### config.mk
export PLATFORM = sky130hd
export DESIGN_NAME = scanout_timing
export DESIGN_NICKNAME = d
export VERILOG_FILES = /design/src/rtl/scanout_pkg.sv /design/src/rtl/tg_axis_counter.sv /design/src/rtl/tg_sync_gen.sv /design/src/rtl/tg_flip_ctl.sv /design/src/rtl/tg_regs.sv /design/src/rtl/scanout_timing.sv
export SDC_FILE = /design/constraint.sdc
export NUM_CORES = 1
export LEC_CHECK = 0
export BUFFER_PORTS_ARGS = -buffer_cell sky130_fd_sc_hd__buf_2
export CAP_MARGIN = 15
export CORE_MARGIN = 2
export CORE_UTILIZATION = 35
export DETAILED_ROUTE_END_ITERATION = 10
export SETUP_SLACK_MARGIN = 0.02
export SYNTH_ARGS = -nofsm -noshare
export SYNTH_HDL_FRONTEND = slang
export SYNTH_SLANG_ARGS = --single-unit
### constraint.sdc
create_clock -name clk -period 5.2 [get_ports clk]
set_clock_uncertainty 0.2 [all_clocks]
set_input_delay 0.26 -clock clk [delete_from_list [all_inputs] [get_ports clk]]
set_output_delay 0.26 -clock clk [all_outputs]
set_load 0.05 [all_outputs]
### src/rtl/scanout_pkg.sv
package scanout_pkg;

  localparam int DATA_W = 32;
  localparam int REG_AW = 4;

  typedef enum logic [REG_AW-1:0] {
    RA_CTRL  = 4'd0,
    RA_HTIME = 4'd1,
    RA_HSYNC = 4'd2,
    RA_VTIME = 4'd3,
    RA_VSYNC = 4'd4,
    RA_FB0   = 4'd5,
    RA_FB1   = 4'd6,
    RA_POS   = 4'd7,
    RA_VBCNT = 4'd8
  } reg_addr_e;

  // control word bit positions
  localparam int CTL_OE    = 0;
  localparam int CTL_RUN   = 1;
  localparam int CTL_FLIP  = 2;
  localparam int CTL_INUSE = 3;
  localparam int CTL_PEND  = 4;

  localparam int SY_FIELD_W = 14;

  typedef struct packed {
    logic [15:0] total;
    logic [15:0] active;
  } axis_tm_t;

  typedef struct packed {
    logic                  inv;
    logic                  en;
    logic [1:0]            rsvd;
    logic [SY_FIELD_W-1:0] stop;
    logic [SY_FIELD_W-1:0] start;
  } sync_cfg_t;

endpackage

### src/rtl/tg_axis_counter.sv
module tg_axis_counter #(
  parameter int CNT_W = 12
) (
  input  logic             clk,
  input  logic             rst_n,
  input  logic             clr,
  input  logic             step,
  input  logic [15:0]      total,
  output logic [CNT_W-1:0] cnt,
  output logic             wrap
);

  logic [CNT_W-1:0] cnt_q;
  logic [CNT_W-1:0] cnt_n;
  logic [15:0]      last;
  logic             at_last;

  assign last    = total - 16'd1;
  assign at_last = (16'(cnt_q) == last);
  assign wrap    = step && at_last;

  always_comb begin
    cnt_n = cnt_q;
    if (clr) begin
      cnt_n = '0;
    end else if (step) begin
      if (at_last) cnt_n = '0;
      else         cnt_n = cnt_q + 1'b1;
    end
  end

  always_ff @(posedge clk or negedge rst_n) begin
    if (!rst_n) cnt_q <= '0;
    else        cnt_q <= cnt_n;
  end

  assign cnt = cnt_q;

endmodule

### src/rtl/tg_sync_gen.sv
module tg_sync_gen
  import scanout_pkg::*;
(
  input  logic       [15:0] pos,
  input  sync_cfg_t         cfg,
  input  logic       [15:0] active,
  input  logic              oe,
  output logic              sync_o,
  output logic              in_act
);

  logic [15:0] st16;
  logic [15:0] sp16;
  logic        in_win;
  logic        raw;

  assign st16   = 16'(cfg.start);
  assign sp16   = 16'(cfg.stop);
  assign in_win = (pos >= st16) && (pos < sp16);
  assign raw    = cfg.en && in_win;
  assign sync_o = oe ? (raw ^ cfg.inv) : cfg.inv;
  assign in_act = (pos < active);

endmodule

### src/rtl/tg_flip_ctl.sv
module tg_flip_ctl #(
  parameter int VBC_W = 32
) (
  input  logic             clk,
  input  logic             rst_n,
  input  logic             soft_clr,
  input  logic             flip_wr,
  input  logic             vb_edge,
  output logic             in_use,
  output logic             pending,
  output logic [VBC_W-1:0] vbcnt,
  output logic             vb_pulse
);

  logic             in_use_q,  in_use_n;
  logic             pend_q,    pend_n;
  logic [VBC_W-1:0] vbcnt_q,   vbcnt_n;
  logic             pulse_q,   pulse_n;
  logic             vb_take;

  assign vb_take = vb_edge && !soft_clr;

  always_comb begin
    in_use_n = in_use_q;
    pend_n   = pend_q;
    vbcnt_n  = vbcnt_q;
    pulse_n  = vb_take;
    if (soft_clr) begin
      in_use_n = 1'b0;
      pend_n   = 1'b0;
      vbcnt_n  = '0;
    end else if (vb_take) begin
      // the request seen before this edge is applied; a new one waits
      if (pend_q) in_use_n = ~in_use_q;
      pend_n  = flip_wr;
      vbcnt_n = vbcnt_q + 1'b1;
    end else if (flip_wr) begin
      pend_n = 1'b1;
    end
  end

  always_ff @(posedge clk or negedge rst_n) begin
    if (!rst_n) begin
      in_use_q <= 1'b0;
      pend_q   <= 1'b0;
      vbcnt_q  <= '0;
      pulse_q  <= 1'b0;
    end else begin
      in_use_q <= in_use_n;
      pend_q   <= pend_n;
      vbcnt_q  <= vbcnt_n;
      pulse_q  <= pulse_n;
    end
  end

  assign in_use   = in_use_q;
  assign pending  = pend_q;
  assign vbcnt    = vbcnt_q;
  assign vb_pulse = pulse_q;

endmodule

### src/rtl/tg_regs.sv
module tg_regs
  import scanout_pkg::*;
#(
  parameter int FB_W = 32
) (
  input  logic                    clk,
  input  logic                    rst_n,
  input  logic                    we,
  input  logic       [REG_AW-1:0] addr,
  input  logic       [DATA_W-1:0] wdata,
  output logic       [DATA_W-1:0] rdata,
  input  logic       [15:0]       pos_x,
  input  logic       [15:0]       pos_y,
  input  logic       [DATA_W-1:0] vbcnt,
  input  logic                    in_use,
  input  logic                    pending,
  output logic                    oe,
  output logic                    run,
  output axis_tm_t   [1:0]        tm,
  output sync_cfg_t  [1:0]        sy,
  output logic       [FB_W-1:0]   fb0,
  output logic       [FB_W-1:0]   fb1,
  output logic                    soft_clr,
  output logic                    flip_wr
);

  logic                 oe_q,  oe_n;
  logic                 run_q, run_n;
  axis_tm_t  [1:0]      tm_q,  tm_n;
  sync_cfg_t [1:0]      sy_q,  sy_n;
  logic      [FB_W-1:0] fb0_q, fb0_n;
  logic      [FB_W-1:0] fb1_q, fb1_n;
  logic                 ctrl_wr;

  assign ctrl_wr  = we && (addr == RA_CTRL);
  assign soft_clr = ctrl_wr && !wdata[CTL_RUN] && run_q;
  assign flip_wr  = ctrl_wr && wdata[CTL_FLIP];

  always_comb begin
    oe_n  = oe_q;
    run_n = run_q;
    tm_n  = tm_q;
    sy_n  = sy_q;
    fb0_n = fb0_q;
    fb1_n = fb1_q;
    if (we) begin
      case (addr)
        RA_CTRL: begin
          oe_n  = wdata[CTL_OE];
          run_n = wdata[CTL_RUN];
        end
        RA_HTIME: tm_n[0] = axis_tm_t'(wdata);
        RA_HSYNC: sy_n[0] = sync_cfg_t'(wdata);
        RA_VTIME: tm_n[1] = axis_tm_t'(wdata);
        RA_VSYNC: sy_n[1] = sync_cfg_t'(wdata);
        RA_FB0:   fb0_n   = wdata[FB_W-1:0];
        RA_FB1:   fb1_n   = wdata[FB_W-1:0];
        default: ;
      endcase
    end
  end

  always_ff @(posedge clk or negedge rst_n) begin
    if (!rst_n) begin
      oe_q  <= 1'b0;
      run_q <= 1'b0;
      tm_q  <= '0;
      sy_q  <= '0;
      fb0_q <= '0;
      fb1_q <= '0;
    end else begin
      oe_q  <= oe_n;
      run_q <= run_n;
      tm_q  <= tm_n;
      sy_q  <= sy_n;
      fb0_q <= fb0_n;
      fb1_q <= fb1_n;
    end
  end

  always_comb begin
    rdata = '0;
    case (addr)
      RA_CTRL: begin
        rdata[CTL_OE]    = oe_q;
        rdata[CTL_RUN]   = run_q;
        rdata[CTL_INUSE] = in_use;
        rdata[CTL_PEND]  = pending;
      end
      RA_HTIME: rdata = tm_q[0];
      RA_HSYNC: rdata = sy_q[0];
      RA_VTIME: rdata = tm_q[1];
      RA_VSYNC: rdata = sy_q[1];
      RA_FB0:   rdata = DATA_W'(fb0_q);
      RA_FB1:   rdata = DATA_W'(fb1_q);
      RA_POS:   rdata = {pos_x, pos_y};
      RA_VBCNT: rdata = vbcnt;
      default:  rdata = '0;
    endcase
  end

  assign oe  = oe_q;
  assign run = run_q;
  assign tm  = tm_q;
  assign sy  = sy_q;
  assign fb0 = fb0_q;
  assign fb1 = fb1_q;

endmodule

### src/rtl/scanout_timing.sv
module scanout_timing
  import scanout_pkg::*;
#(
  parameter int CNT_W = 12,
  parameter int FB_W  = 32,
  parameter int VBC_W = 32
) (
  input  logic                 clk,
  input  logic                 rst_n,
  input  logic                 reg_we,
  input  logic [REG_AW-1:0]    reg_addr,
  input  logic [DATA_W-1:0]    reg_wdata,
  output logic [DATA_W-1:0]    reg_rdata,
  output logic                 hsync,
  output logic                 vsync,
  output logic                 de,
  output logic [FB_W-1:0]      frame_base,
  output logic                 vblank_pulse
);

  localparam int NAXIS = 2;

  logic                   oe;
  logic                   run;
  axis_tm_t  [NAXIS-1:0]  tm;
  sync_cfg_t [NAXIS-1:0]  sy;
  logic      [FB_W-1:0]   fb0;
  logic      [FB_W-1:0]   fb1;
  logic                   soft_clr;
  logic                   flip_wr;
  logic                   in_use;
  logic                   pending;
  logic      [VBC_W-1:0]  vbcnt;

  logic      [CNT_W-1:0]  h_cnt;
  logic      [CNT_W-1:0]  v_cnt;
  logic                   h_wrap;
  logic                   v_wrap;
  logic      [15:0]       pos_x16;
  logic      [15:0]       pos_y16;
  logic [NAXIS-1:0][15:0] pos_ax;
  logic      [NAXIS-1:0]  sync_ax;
  logic      [NAXIS-1:0]  act_ax;
  logic                   vb_edge;

  tg_regs #(.FB_W(FB_W)) u_regs (
    .clk      (clk),
    .rst_n    (rst_n),
    .we       (reg_we),
    .addr     (reg_addr),
    .wdata    (reg_wdata),
    .rdata    (reg_rdata),
    .pos_x    (pos_x16),
    .pos_y    (pos_y16),
    .vbcnt    (DATA_W'(vbcnt)),
    .in_use   (in_use),
    .pending  (pending),
    .oe       (oe),
    .run      (run),
    .tm       (tm),
    .sy       (sy),
    .fb0      (fb0),
    .fb1      (fb1),
    .soft_clr (soft_clr),
    .flip_wr  (flip_wr)
  );

  tg_axis_counter #(.CNT_W(CNT_W)) u_hcnt (
    .clk   (clk),
    .rst_n (rst_n),
    .clr   (soft_clr),
    .step  (run),
    .total (tm[0].total),
    .cnt   (h_cnt),
    .wrap  (h_wrap)
  );

  tg_axis_counter #(.CNT_W(CNT_W)) u_vcnt (
    .clk   (clk),
    .rst_n (rst_n),
    .clr   (soft_clr),
    .step  (h_wrap),
    .total (tm[1].total),
    .cnt   (v_cnt),
    .wrap  (v_wrap)
  );

  assign pos_x16   = 16'(h_cnt);
  assign pos_y16   = 16'(v_cnt);
  assign pos_ax[0] = pos_x16;
  assign pos_ax[1] = pos_y16;

  for (genvar a = 0; a < NAXIS; a++) begin : g_axis
    tg_sync_gen u_sync (
      .pos    (pos_ax[a]),
      .cfg    (sy[a]),
      .active (tm[a].active),
      .oe     (oe),
      .sync_o (sync_ax[a]),
      .in_act (act_ax[a])
    );
  end

  // edge that lands on the first line below the active picture
  assign vb_edge = h_wrap && !v_wrap && (pos_y16 == (tm[1].active - 16'd1));

  tg_flip_ctl #(.VBC_W(VBC_W)) u_flip (
    .clk      (clk),
    .rst_n    (rst_n),
    .soft_clr (soft_clr),
    .flip_wr  (flip_wr),
    .vb_edge  (vb_edge),
    .in_use   (in_use),
    .pending  (pending),
    .vbcnt    (vbcnt),
    .vb_pulse (vblank_pulse)
  );

  assign hsync      = sync_ax[0];
  assign vsync      = sync_ax[1];
  assign de         = oe && (&act_ax);
  assign frame_base = in_use ? fb1 : fb0;

endmodule

==> qor.yml <==
status: "finished, final reports clean"
critPathRequiredTime_ps: 5490
start_util_pct: 35.26
total_power_mw: 7.711
use_met1_pct: 31.38
cp_slowest_cell: "or4b_1"
totalWireLength_mm: 53.93
die_y_um: 214.4
grt_overflow: 0
setup_violations: 0
ys_seq_area_share_pct: 40.87
port_buffers: 106
layout_common_cells: "dfrtp_1, mux2_2, buf_2, inv_1, nand2_1"
hp-class: "input pin to async pin"
fp.dieArea_um2: 45960
synth_edf_count: 0
cts_tree: "yes"
finalMaxSlewViolations: 0
vias_per_cell: 5.924
r2r_end: "u_flip.vbcnt[10]$_DFFE_PN0P_"
relSlewSlack_pct: 20.71
grt_pass1_wl_mm: 81.57
cp_top_family: "simple AND/OR/NAND/NOR gates"
clockBufferDepth: 3
routabilityCongestion: 0.9171
via_count: 13170
final.period_utilization_pct: 81.19
cp_num_buf_inv: 2
drt_iter0_markers: 1294
drt-wirelength-per-cell_um: 24.26
endpoint_kind: "register"
dieWidth_um: 214.4
grt_max_degree: 85
tightest_slew_ps: 1185
syn_area_um2: 15490
io_pins: 107
clock_latency_ps: 570
multiInputGateArea_um2: 8471
dr.pass1.iters: 6
rsz0062_at_grt: "no"
ir_drop_uv: 262.9
ys_ff_latch: 253
rows: 77
antenna_found_initial: 0
cap_violations: 0
critPathMaxStageDelay_ps: 710
setup_tns_ps: 0
area_growth_syn_to_layout_pct: 17.15
cp_max_fo: 24
avgSynthCellArea_um2: 10.27
syn_nets: 1622
crit_path_start_kind: "register"
core_area_um2: 43930
synthArstFlopShare_pct: 100.0
grt_pass1_vias: 12811
use_met2_pct: 36.97
path_cells: "inv_1 -> ha_1 -> nor4b_1 -> nand3_1 -> or4b_2 -> a211oi_2 -> or4b_1 -> buf_4 -> or4_1 -> a21oi_1"
cts.sinks: 253
track_usage_pct: 23.12
drive_above_1_share_pct: 26.43
hold_violations: 0
use_met3_pct: 4.355
seqCellArea_um2: 6332
ant_nets: 0
grt.busiest_layer: "met2"
power.density_nw_per_um2: 424.9
yosys_warnings: 0
cts_buffers: 29
synth_top_flop_cell: "dfrtp_1"
dp_hpwl_mm: 39.18
timing.rr.start: "u_regs.tm[33]$_DFFE_PN0P_"
synthCells: 1508
reg2reg_slack_ps: 980
rr_worst_depth: 10
final_net_count: 1725
synth.distinct_cells: 66
leakage_nw: 7.978
critPathArrivalTime_ps: 4510
drc: 0
n_antenna_cell: 0
max_freq_mhz: 236.9
fill_cells: 4316
path_clk_slew_ps: 60
cts_root_buf: "clkbuf_16"
cts_max_level: 1
finalCriticalPeriod_ps: 4222
criticalPathCategory: "register to register"
layout_commonest_cell: "dfrtp_1"
-- synthesized netlist by cell type, types with 7 or more instances --
cell type | instances | share of area (%)
ha_1 | 75 | 6.1
a21o_1 | 21 | 1.0
o21ai_0 | 40 | 1.3
xnor2_1 | 27 | 1.5
o31ai_1 | 30 | 1.5
nand3_1 | 57 | 1.8
a31oi_1 | 20 | 0.81
a22o_1 | 13 | 0.73
nand2_1 | 78 | 1.9
clkbuf_1 | 72 | 1.7
dfrtp_1 | 253 | 41
xor2_1 | 19 | 1.1
or4_1 | 27 | 1.3
a211oi_1 | 9 | 0.44
a222oi_1 | 21 | 1.4
mux2_2 | 222 | 16
nor4_1 | 14 | 0.57
nor3_1 | 27 | 0.87
nand4_1 | 24 | 0.97
and3_1 | 24 | 0.97
o21a_1 | 10 | 0.48
a221oi_1 | 12 | 0.68
nand2b_1 | 27 | 1.1
and4_1 | 9 | 0.51
mux2i_1 | 13 | 0.84
a21oi_1 | 63 | 2.0
buf_1 | 19 | 0.46
inv_1 | 90 | 2.2
nor4b_1 | 7 | 0.40
or3_1 | 9 | 0.36
nor2_1 | 35 | 0.85
a22oi_1 | 49 | 2.4
o22ai_1 | 9 | 0.36
-- area by class of cell --
class,count,area share [%]
timing repair buffer,171,6.191
inverter,90,1.861
clock inverter,14,1.806
multi-input combinational,1066,46.67
tap,592,4.081
clock buffer,37,4.495
sequential,253,34.89
-- layer usage --
layer  vias to the layer above  part of all wire, %
met3                       102                  8.1
met1                      6640                   43
met4                         0                  3.6
met2                       546                   45
met5                         -                    0
li1                       5882                    -
-- timing repair --
| action | 4_1_cts | 5_1_grt |
|---|---|---|
| hold endpoints to repair | 333 | 0 |
| hold buffers | 33 | 0 |
| setup buffers | 0 | 0 |
| gates resized for setup | 0 | 0 |
-- power breakdown --
group / internal (mW) / total, mW / switching, mW
clock: 1.59 / 2.46 / 0.867
combinational: 0.928 / 2.22 / 1.29
sequential: 2.38 / 3.03 / 0.645
-- cell families after synthesis --
| family | after synthesis | share of synthesized area [%] |
|---|---|---|
| simple gates | 368 | 13.20 |
| compound gates | 342 | 15.57 |
| flops | 253 | 40.87 |
| mux | 235 | 16.98 |
| buf+inv | 189 | 4.725 |
| fa+ha+maj | 75 | 6.057 |
| xor+xnor | 46 | 2.601 |
-- flip-flops by register name, summed over array words and instances (netlist names), 12 cells and up --
signal / flops
u_regs.sy: 64
u_hcnt.cnt: 12
u_flip.vbcnt: 32
u_regs.fb0: 32
u_regs.tm: 64
u_regs.fb1: 32
u_vcnt.cnt: 12
-- worst max path at each step --
stage	startpoint	depth (start not counted)	endpoint	slack [ps]
2_1_floorplan	u_regs.tm[50]$_DFFE_PN0P_	11	u_flip.vbcnt[30]$_DFFE_PN0P_	1520
3_3_place_gp	u_regs.tm[32]$_DFFE_PN0P_	10	u_flip.vbcnt[12]$_DFFE_PN0P_	1150
3_5_place_dp	u_regs.tm[33]$_DFFE_PN0P_	10	u_flip.vbcnt[10]$_DFFE_PN0P_	1050
4_1_cts	u_regs.tm[33]$_DFFE_PN0P_	10	u_flip.vbcnt[10]$_DFFE_PN0P_	1030
5_1_grt	u_regs.tm[57]$_DFFE_PN0P_	9	u_flip.vbcnt[30]$_DFFE_PN0P_	730
6_report	u_regs.tm[33]$_DFFE_PN0P_	10	u_flip.vbcnt[10]$_DFFE_PN0P_	980
-- through the flow --
stage          setup slack (ps)  area (um^2)  hold slack, ps  util (%)  cells
5_1_grt                   731.1        18150           78.25     41.31   2223
3_3_place_gp               1147        16670           30.97     37.96   2139
4_1_cts                    1032        18150           45.04     41.31   2223
6_report                  978.0        18150           30.73     41.31   2223
2_1_floorplan              1519        15490          -235.6         -   1508
3_5_place_dp               1054        16670           34.79     37.96   2139
No activity file was read; power rests on OpenSTA's default activity.
